**src/rtl/tref_pkg.sv**
```systemverilog
package tref_pkg;

    typedef enum logic [1:0] {
        SRC_INT = 2'd0,
        SRC_PRI = 2'd1,
        SRC_SEC = 2'd2
    } src_e;

    localparam logic [1:0] CMD_AUTO = 2'd3;
    localparam int NUM_REF = 2;

    typedef struct packed {
        logic manual;
        src_e target;
        logic err;
        src_e sel;
    } sel_state_t;

    function automatic logic [2:0] src_onehot(input src_e s);
        logic [2:0] v;
        v = 3'b000;
        v[s] = 1'b1;
        return v;
    endfunction

endpackage

```
**src/rtl/tref_window.sv**
```systemverilog
module tref_window #(
    parameter int WIN_LEN = 64,
    localparam int TW = (WIN_LEN > 2) ? $clog2(WIN_LEN) : 1
) (
    input  logic clk,
    input  logic rst,
    output logic win_end
);
    logic [TW-1:0] tcnt;

    assign win_end = (tcnt == TW'(WIN_LEN - 1));

    always_ff @(posedge clk) begin
        if (rst)          tcnt <= '0;
        else if (win_end) tcnt <= '0;
        else              tcnt <= tcnt + 1'b1;
    end
endmodule

```
**src/rtl/tref_monitor.sv**
```systemverilog
module tref_monitor #(
    parameter int CNT_W = 7,
    parameter int RUN_W = 4
) (
    input  logic             clk,
    input  logic             rst,
    input  logic             ref_in,
    input  logic             win_end,
    input  logic [CNT_W-1:0] lim_lo,
    input  logic [CNT_W-1:0] lim_hi,
    input  logic [RUN_W-1:0] fail_n,
    input  logic [RUN_W-1:0] good_m,
    output logic             ok
);
    logic             prev;
    logic             rise;
    logic [CNT_W-1:0] edges;
    logic [CNT_W:0]   total;
    logic             in_rng;
    logic [RUN_W-1:0] run;
    logic [RUN_W:0]   run_nx;
    logic [RUN_W-1:0] thresh;

    assign rise   = ref_in & ~prev;
    assign total  = {1'b0, edges} + {{CNT_W{1'b0}}, rise};
    assign in_rng = (total >= {1'b0, lim_lo}) && (total <= {1'b0, lim_hi});
    assign run_nx = {1'b0, run} + 1'b1;
    assign thresh = ok ? fail_n : good_m;

    always_ff @(posedge clk) begin
        if (rst) begin
            prev  <= 1'b0;
            edges <= '0;
            run   <= '0;
            ok    <= 1'b0;
        end else begin
            prev <= ref_in;
            if (win_end) begin
                edges <= '0;
                if (ok == in_rng) begin
                    run <= '0;
                end else if (run_nx >= {1'b0, thresh}) begin
                    ok  <= in_rng;
                    run <= '0;
                end else begin
                    run <= run_nx[RUN_W-1:0];
                end
            end else if (rise && (edges != {CNT_W{1'b1}})) begin
                edges <= edges + 1'b1;
            end
        end
    end
endmodule

```
**src/rtl/tref_policy.sv**
```systemverilog
module tref_policy
    import tref_pkg::*;
(
    input  logic       clk,
    input  logic       rst,
    input  logic       pri_ok,
    input  logic       sec_ok,
    input  logic       usr_req,
    input  logic [1:0] usr_sel,
    output src_e       sel,
    output logic       err
);
    sel_state_t st, st_n;
    src_e       auto_pick;

    function automatic logic healthy(input src_e s, input logic p, input logic q);
        case (s)
            SRC_PRI: return p;
            SRC_SEC: return q;
            default: return 1'b1;
        endcase
    endfunction

    always_comb begin
        if (pri_ok)      auto_pick = SRC_PRI;
        else if (sec_ok) auto_pick = SRC_SEC;
        else             auto_pick = SRC_INT;
    end

    always_comb begin
        st_n = st;
        if (usr_req) begin
            if (usr_sel == CMD_AUTO) begin
                st_n.manual = 1'b0;
            end else if (healthy(src_e'(usr_sel), pri_ok, sec_ok)) begin
                st_n.manual = 1'b1;
                st_n.target = src_e'(usr_sel);
            end else begin
                st_n.err = 1'b1;
            end
        end
        if (st_n.manual && !healthy(st_n.target, pri_ok, sec_ok))
            st_n.manual = 1'b0;
        st_n.sel = st_n.manual ? st_n.target : auto_pick;
    end

    always_ff @(posedge clk) begin
        if (rst) st <= '{manual: 1'b0, target: SRC_INT, err: 1'b0, sel: SRC_INT};
        else     st <= st_n;
    end

    assign sel = st.sel;
    assign err = st.err;
endmodule

```
**src/rtl/tref_select.sv**
```systemverilog
module tref_select
    import tref_pkg::*;
#(
    parameter int WIN_LEN = 64,
    parameter int RUN_W   = 4,
    localparam int CNT_W  = $clog2(WIN_LEN + 1)
) (
    input  logic             clk,
    input  logic             rst,
    input  logic             ref_pri,
    input  logic             ref_sec,
    input  logic [CNT_W-1:0] lim_lo,
    input  logic [CNT_W-1:0] lim_hi,
    input  logic [RUN_W-1:0] fail_n,
    input  logic [RUN_W-1:0] good_m,
    input  logic             usr_req,
    input  logic [1:0]       usr_sel,
    output logic [1:0]       sel_src,
    output logic [2:0]       clk_mux,
    output logic             pri_ok,
    output logic             sec_ok,
    output logic             alarm_minor,
    output logic             alarm_major,
    output logic             cmd_err
);
    logic               win_end;
    logic [NUM_REF-1:0] refs;
    logic [NUM_REF-1:0] oks;
    src_e               sel;

    assign refs = {ref_sec, ref_pri};

    tref_window #(.WIN_LEN(WIN_LEN)) u_win (
        .clk(clk), .rst(rst), .win_end(win_end)
    );

    for (genvar g = 0; g < NUM_REF; g++) begin : g_mon
        tref_monitor #(.CNT_W(CNT_W), .RUN_W(RUN_W)) u_mon (
            .clk(clk), .rst(rst), .ref_in(refs[g]), .win_end(win_end),
            .lim_lo(lim_lo), .lim_hi(lim_hi), .fail_n(fail_n),
            .good_m(good_m), .ok(oks[g])
        );
    end

    tref_policy u_pol (
        .clk(clk), .rst(rst), .pri_ok(oks[0]), .sec_ok(oks[1]),
        .usr_req(usr_req), .usr_sel(usr_sel), .sel(sel), .err(cmd_err)
    );

    assign pri_ok      = oks[0];
    assign sec_ok      = oks[1];
    assign sel_src     = sel;
    assign clk_mux     = src_onehot(sel);
    assign alarm_minor = (sel == SRC_SEC);
    assign alarm_major = (sel == SRC_INT);
endmodule

```
**config.mk**
```make
export PLATFORM = sky130hd
export DESIGN_NAME = tref_select
export DESIGN_NICKNAME = d
export VERILOG_FILES = /design/src/rtl/tref_pkg.sv /design/src/rtl/tref_window.sv /design/src/rtl/tref_monitor.sv /design/src/rtl/tref_policy.sv /design/src/rtl/tref_select.sv
export SDC_FILE = /design/constraint.sdc
export NUM_CORES = 1
export LEC_CHECK = 0
export ABC_AREA = 1
export CORE_MARGIN = 2
export CORE_UTILIZATION = 45
export DETAILED_ROUTE_END_ITERATION = 7
export PLACE_DENSITY = 0.75
export SLEW_MARGIN = 20
export SYNTH_ARGS = -nofsm -noshare
export SYNTH_HDL_FRONTEND = slang
export SYNTH_HIERARCHICAL = 1
export SYNTH_SLANG_ARGS = --single-unit
```
**constraint.sdc**
```tcl
create_clock -name clk -period 3.3 [get_ports clk]
set_input_delay 0.66 -clock clk [delete_from_list [all_inputs] [get_ports clk]]
set_output_delay 0.66 -clock clk [all_outputs]
set_load 0.01 [all_outputs]
```
==> flow_summary.yaml, run 1 <==
cts:
  cts.sinks: 38
  worstSkewPairLatency_ns: 0.29
  clock-root-buffer: "clkbuf_8"
  cts_tree: "done"
  holdBufCountCts: 0
  cts_max_level: 2
  clkTransAtPathRegs_ns: 0.08
  cts_resized: 0
  post_cts_buffers: 0
  cts_buffer_depth: 2
  cts_made_buffers: 5
grt:
  gr-total-overflow: 0
  grt_max_degree: 12
  grt_pass1_wl_um: 12700
  antenna_found_initial: 0
  first_global_vias: 3104
  groute.usage.overall_pct: 17.9
synth:
  ys_seq_area_share_pct: 21.6
  synthMuxAreaShare_pct: 1.70
  synth_compound_area_share_pct: 5.25
  yosysUniqueCellTypes: 32
  yosys_register_bits: 38
  synthAdderAreaFrac_pct: 18.4
  synth_top_family_by_area: "simple AND/OR/NAND/NOR gates"
  yosys.area_share.simple_pct: 34.5
  ys_warn_count: 6
  synthCells: 511
  synth.avg_cell_area_sq_um: 6.90
  yosys.area_share.xor_xnor_pct: 5.71
  syn_area_sq_mm: 0.00353
  syn_nets: 592
floorplan:
  core_sq_mm: 0.00765
  fp.dieH_um: 92.6
  ios: 39
  die_w_um: 92.6
  placementRows: 32
  die_area_sq_mm: 0.00857
  initial_core_util_pct: 46.1
detailed_routing:
  totalWireLength_um: 7090
  antenna_left: 0
  drt_iter0_drc: 61
  drc: 0
  vias: 3070
  wl_per_cell_um: 10.8
  first_pass_iters: 5
  vias_per_cell: 4.69
cells_and_area:
  final_cell_mix: "112 x nand2_1, 96 x inv_1, 53 x nor2_1"
  seq_area_sq_um: 761
  mostFrequentLayoutCell: "nand2_1"
  fillers: 740
  multi_input_area_sq_mm: 0.00231
  final_layout_size_suffix_gt1_share_pct: 11.2
  num-nets-final: 632
  area_growth_pct: 16.3
  antenna_cells: 0
timing:
  hold_violations: 0
  setup_viol: 0
  relSlewSlack_pct: 65.5
  rsz0062_at_grt: "no"
  fmax_mhz: 356
  fin_crit_sh_pct: 85.2
  finalSetupTns_ns: 0
  holdWs_ns: 0.466
  skew_ns: 0.00582
  maxSlewViolCount: 0
  worst_pin_slew_ns: 0.517
  layout_min_cycle_time_ns: 2.81
run_status:
  status: "completed"
power_and_ir_drop:
  leakagePower_uw: 0.00212
  p_per_area_mw_per_mm2: 272
  ir_worst_vdd_v: 0.000292
min_path:
  min_path_cells: 1
  hold_class: "register to register"
worst_setup_path:
  cp-end-kind: "register"
  path_class: "input pin to register"
  critPathLaunchType: "input pin"
  cp.required_ns: 3.49
  cp.arrival_ns: 3.00
  rr_worst_depth: 13
  crit_fanout: 4
placed_design:
  gp_congestion: 0.874
  io_buffers: 38
  dpl.hpwl_um: 5990
run:
  cap_violations: 0
## power breakdown
part | internal [uW] | total (uW) | switching (uW)
Combinational | 118 | 252 | 134
Clock | 211 | 378 | 167
Sequential | 473 | 486 | 13.0
## synth_stat cells
cell	n	area, sq um
a21oi_2	1	8.76
nor3_1	3	15.0
nand3_2	3	30.0
nor4_4	2	42.5
ha_1	52	651
nand2_2	20	125
nand2_4	8	90.1
xor2_1	21	184
mux2i_1	6	60.1
a21oi_4	1	16.3
clkbuf_1	1	3.75
inv_2	5	18.8
clkinv_2	2	10.0
nand3_1	28	140
inv_1	96	360
o21bai_1	2	15.0
nand3_4	1	17.5
buf_4	5	37.5
xnor2_1	2	17.5
dfxtp_1	38	761
buf_6	2	22.5
a21o_1	2	15.0
and2_1	1	6.26
nor2_4	3	33.8
o21ai_0	1	5.00
nand3b_1	3	22.5
nor2_1	53	199
nor2_2	5	31.3
o21ai_1	3	15.0
nand2_1	112	420
a21oi_1	22	110
nand4_1	7	43.8
## critical path, stage by stage
cell and delay (ns):
clkdlybuf4s50_1 0.45, inv_1 0.04, nor2_1 0.13, ha_1 0.21
ha_1 0.21, nand4_1 0.14, xor2_1 0.18, ha_1 0.33
nand3_1 0.10, nor2_2 0.13, nand2_2 0.08, nand2_4 0.07
nand3_2 0.10, nand3_1 0.12, nand2_1 0.05
## logic make-up (layout without fill, tap and decap cells)
logic type,after synthesis,after routing
AND/OR/NAND/NOR,249,249
adder cells (fa/ha/maj),52,52
buffers and inverters,111,152
flip-flops,38,38
XOR/XNOR,23,23
multiplexers,6,6
AO/OA/AOI/OAI,32,32
## per-stage QoR
step | std cells | utilization (%) | total power [uW] | cell area (sq um) | setup slack (ns)
after CTS | 654 | 53.7 | 1140 | 4110 | 0.495
final | 654 | 53.7 | 1120 | 4110 | 0.488
after global placement | 646 | 52.2 | 741 | 4000 | 0.234
after global routing | 654 | 53.7 | 1190 | 4110 | 0.252
after detailed placement | 646 | 52.2 | 751 | 4000 | 0.159
after floorplan | 511 | - | 657 | 3530 | 0.680
## final cells by class
cell class / instances / share of cell area, %
Clock buffer: 8 / 2.68
Inverter: 103 / 9.48
Multi-Input combinational cell: 362 / 56.4
Sequential cell: 38 / 18.5
Tap cell: 102 / 3.11
Timing Repair Buffer: 41 / 9.81
## state kept, by name, summed over array words and instances, names as in the netlist
signal	cells
g_mon.u_mon/edges	14
g_mon.u_mon/run	8
u_win/tcnt	6
u_pol/st	3
g_mon.u_mon/ok	2
g_mon.u_mon/prev	2
u_pol/sel	2
u_pol/err	1
## layer usage
layer | global-route usage, % | part of all wire, % | vias up | routed length [um]
met5 | 0 | 0 | - | 0
met4 | 4.35 | 0.68 | 0 | 48
met3 | 2.77 | 1.8 | 4 | 125
met2 | 34.9 | 52 | 30 | 3680
met1 | 20.0 | 46 | 1380 | 3240
li1 | - | - | 1656 | -
## path summary, 6_finish.rpt
kind	slack [ns]	end	start
setup / recovery	0.49	g_mon[1].u_mon/run[2]	ref_sec
hold / removal	0.47	u_win/tcnt[0]	u_win/tcnt[0]
setup reg to reg	1.05	g_mon[1].u_mon/run[2]	g_mon[1].u_mon/prev
hold reg to reg	0.47	u_win/tcnt[0]	u_win/tcnt[0]
(Power assumes the default switching activity.)
==> run 2: changes to the inputs <==
--- a/config.mk
+++ b/config.mk
@@ -8,6 +8,7 @@
 export ABC_AREA = 1
 export CORE_MARGIN = 2
 export CORE_UTILIZATION = 45
+export CTS_CLUSTER_SIZE = 10
 export DETAILED_ROUTE_END_ITERATION = 7
 export PLACE_DENSITY = 0.75
 export SLEW_MARGIN = 20
==> results of run 2 <==
Same layout as run 1: the final DEF is identical, and so are final timing and power.
==> run 3: changes to the inputs <==
--- a/config.mk
+++ b/config.mk
@@ -10,6 +10,7 @@
 export CORE_UTILIZATION = 45
 export CTS_CLUSTER_SIZE = 10
 export DETAILED_ROUTE_END_ITERATION = 7
+export GPL_ROUTABILITY_DRIVEN = 0
 export PLACE_DENSITY = 0.75
 export SLEW_MARGIN = 20
 export SYNTH_ARGS = -nofsm -noshare
==> run 3 against run 2 <==
Net effect: register-to-register slack lost 0.11 ns; core utilization down 0.25 points; combinational power is essentially flat; die area did not move; final area is 0.46% lower; critical path type unchanged; global-route usage is essentially flat; clock power shrank 11%.
==> flow_summary.yaml, run 3 (synthesis gave the netlist of run 1 again) <==
detailed_routing:
  top_layer: "met4"
  vias_per_cell: 4.71
  wl_met1_um: 3170
  dr_wl_met2_um: 3580
  drt_iter0_drc: 56
  vias: 3078
  wl_per_cell_um: 10.8
  totalWireLength_um: 7070
  first_pass_iters: 4
  wl_met3_um: 160
  antenna_left: 0
  drc: 0
power_and_ir_drop:
  combPwrFrac_pct: 23.5
  p_sw_share_pct: 29.4
  leakagePower_uw: 0.00211
  p_per_area_mw_per_mm2: 263
  total_power_uw: 1080
  ir_worst_vdd_v: 0.000212
  p_seq_share_pct: 45.2
  p_clk_share_pct: 31.3
  power.net_switching_uw: 316
  p_int_uw: 760
cts:
  post_cts_buffers: 0
  clkTransAtPathRegs_ns: 0.08
  clock-root-buffer: "clkbuf_8"
  cts_tree: "done"
  cts.sinks: 38
  cts_max_level: 2
  cts_resized: 0
  worstSkewPairLatency_ns: 0.29
  cts_made_buffers: 5
  cts_buffer_depth: 2
  holdBufCountCts: 0
timing:
  finalSetupTns_ns: 0
  layout_min_cycle_time_ns: 2.91
  fin_crit_sh_pct: 88.2
  hold_violations: 0
  maxSlewViolCount: 0
  setup_viol: 0
  skew_ns: 0.0104
  relSlewSlack_pct: 66.0
  worst_pin_slew_ns: 0.510
  rsz0062_at_grt: "no"
  fmax_mhz: 343
grt:
  first_global_vias: 3074
  grt_pass1_wl_um: 12700
  gr-total-overflow: 0
  grt_max_degree: 12
  groute.usage.overall_pct: 17.8
  antenna_found_initial: 0
worst_setup_path:
  cpPeakStageDelay_ns: 0.45
  cp.required_ns: 3.50
  worst-path-buf-inv: 2
  cp_slowest_cell: "clkdlybuf4s50_1"
  cp_cell_sequence: "clkdlybuf4s50_1, inv_1, nor2_1, ha_1, ha_1, nand2_1, xor2_1, ha_1, nand3_1, a21oi_1, nand2_1, nand2_1, nand2_2, nand2_2, nand2_2, nand3_1, nand2_1"
  crit_family: "simple AND/OR/NAND/NOR gates"
  critPathLaunchType: "input pin"
  path_common_cell: "nand2_1"
  cp.arrival_ns: 3.11
  cp-end-kind: "register"
  crit_fanout: 4
  path_class: "input pin to register"
cells_and_area:
  final_layout_size_suffix_gt1_share_pct: 11.1
  mostFrequentLayoutCell: "nand2_1"
  area_growth_pct: 15.8
  antenna_cells: 0
  num-nets-final: 632
  fin_util_pct: 53.4
  top_register: "g_mon.u_mon/edges"
  fillers: 752
  reg.largest.list: "g_mon.u_mon/edges x14, g_mon.u_mon/run x8, u_win/tcnt x6"
  finalInstanceArea_sq_mm: 0.00409
  largest_reg_flops: 14
  final_cell_mix: "112 x nand2_1, 96 x inv_1, 53 x nor2_1"
placed_design:
  place_area_sq_mm: 0.00400
  io_buffers: 38
  dpl.hpwl_um: 5990
floorplan:
  core_sq_mm: 0.00765
  placementRows: 32
  die_area_sq_mm: 0.00857
  initial_core_util_pct: 46.1
  ios: 39
  fp.dieH_um: 92.6
  die_w_um: 92.6
min_path:
  hold_class: "register to register"
run:
  cap_violations: 0
run_status:
  status: "completed"
run 3: cell count changes in the layout (fill, tap and decap cells not counted), sizes merged:
cell / previous run / this run
clkbuf: 8 / 7
clkinv: 2 / 3
run 3: metrics by stage:
step | cells | worst slack, ns | hold slack, ns
3_3_place_gp | 646 | 0.224 | 0.446
3_5_place_dp | 646 | 0.0952 | 0.454
4_1_cts | 654 | 0.409 | 0.473
5_1_grt | 654 | 0.157 | 0.511
6_report | 654 | 0.388 | 0.464
2_1_floorplan | 511 | 0.680 | 0.430
run 3: final timing paths:
| kind | start | end | slack [ns] | cells after the start |
|---|---|---|---|---|
| worst max-delay path | ref_pri | g_mon[0].u_mon/run[3] | 0.39 | 17 |
| worst min-delay path | u_win/tcnt[0] | u_win/tcnt[0] | 0.46 | 1 |
| worst min register to register | u_win/tcnt[0] | u_win/tcnt[0] | 0.46 | 1 |
| worst max register to register | g_mon[0].u_mon/prev | g_mon[0].u_mon/run[3] | 0.94 | 15 |
run 3: area by class of cell:
| cell class | count | area (sq um) | share of cell area (%) |
|---|---|---|---|
| multi-input cells | 362 | 2310 | 56.6 |
| flip-flops and latches | 38 | 761 | 18.6 |
| repair buffers | 41 | 403 | 9.86 |
| inverters | 103 | 389 | 9.52 |
| well taps | 102 | 128 | 3.12 |
| clock buffers | 7 | 86.3 | 2.11 |
| clock inverters | 1 | 5.00 | 0.122 |
run 3: power groups by stage:
stage                     logic [uW]  clock network, uW  registers, uW
after global placement           244                  0            496
final                            253                337            487
after floorplan                  163                  0            493
after detailed placement         255                  0            497
after CTS                        256                348            486
after global routing             289                367            489
run 3: metal layers:
metal	global-route usage (%)	vias up
met3	2.77	17
met4	6.22	0
li1	-	1658
met5	0	-
met1	20.4	1362
met2	33.3	41
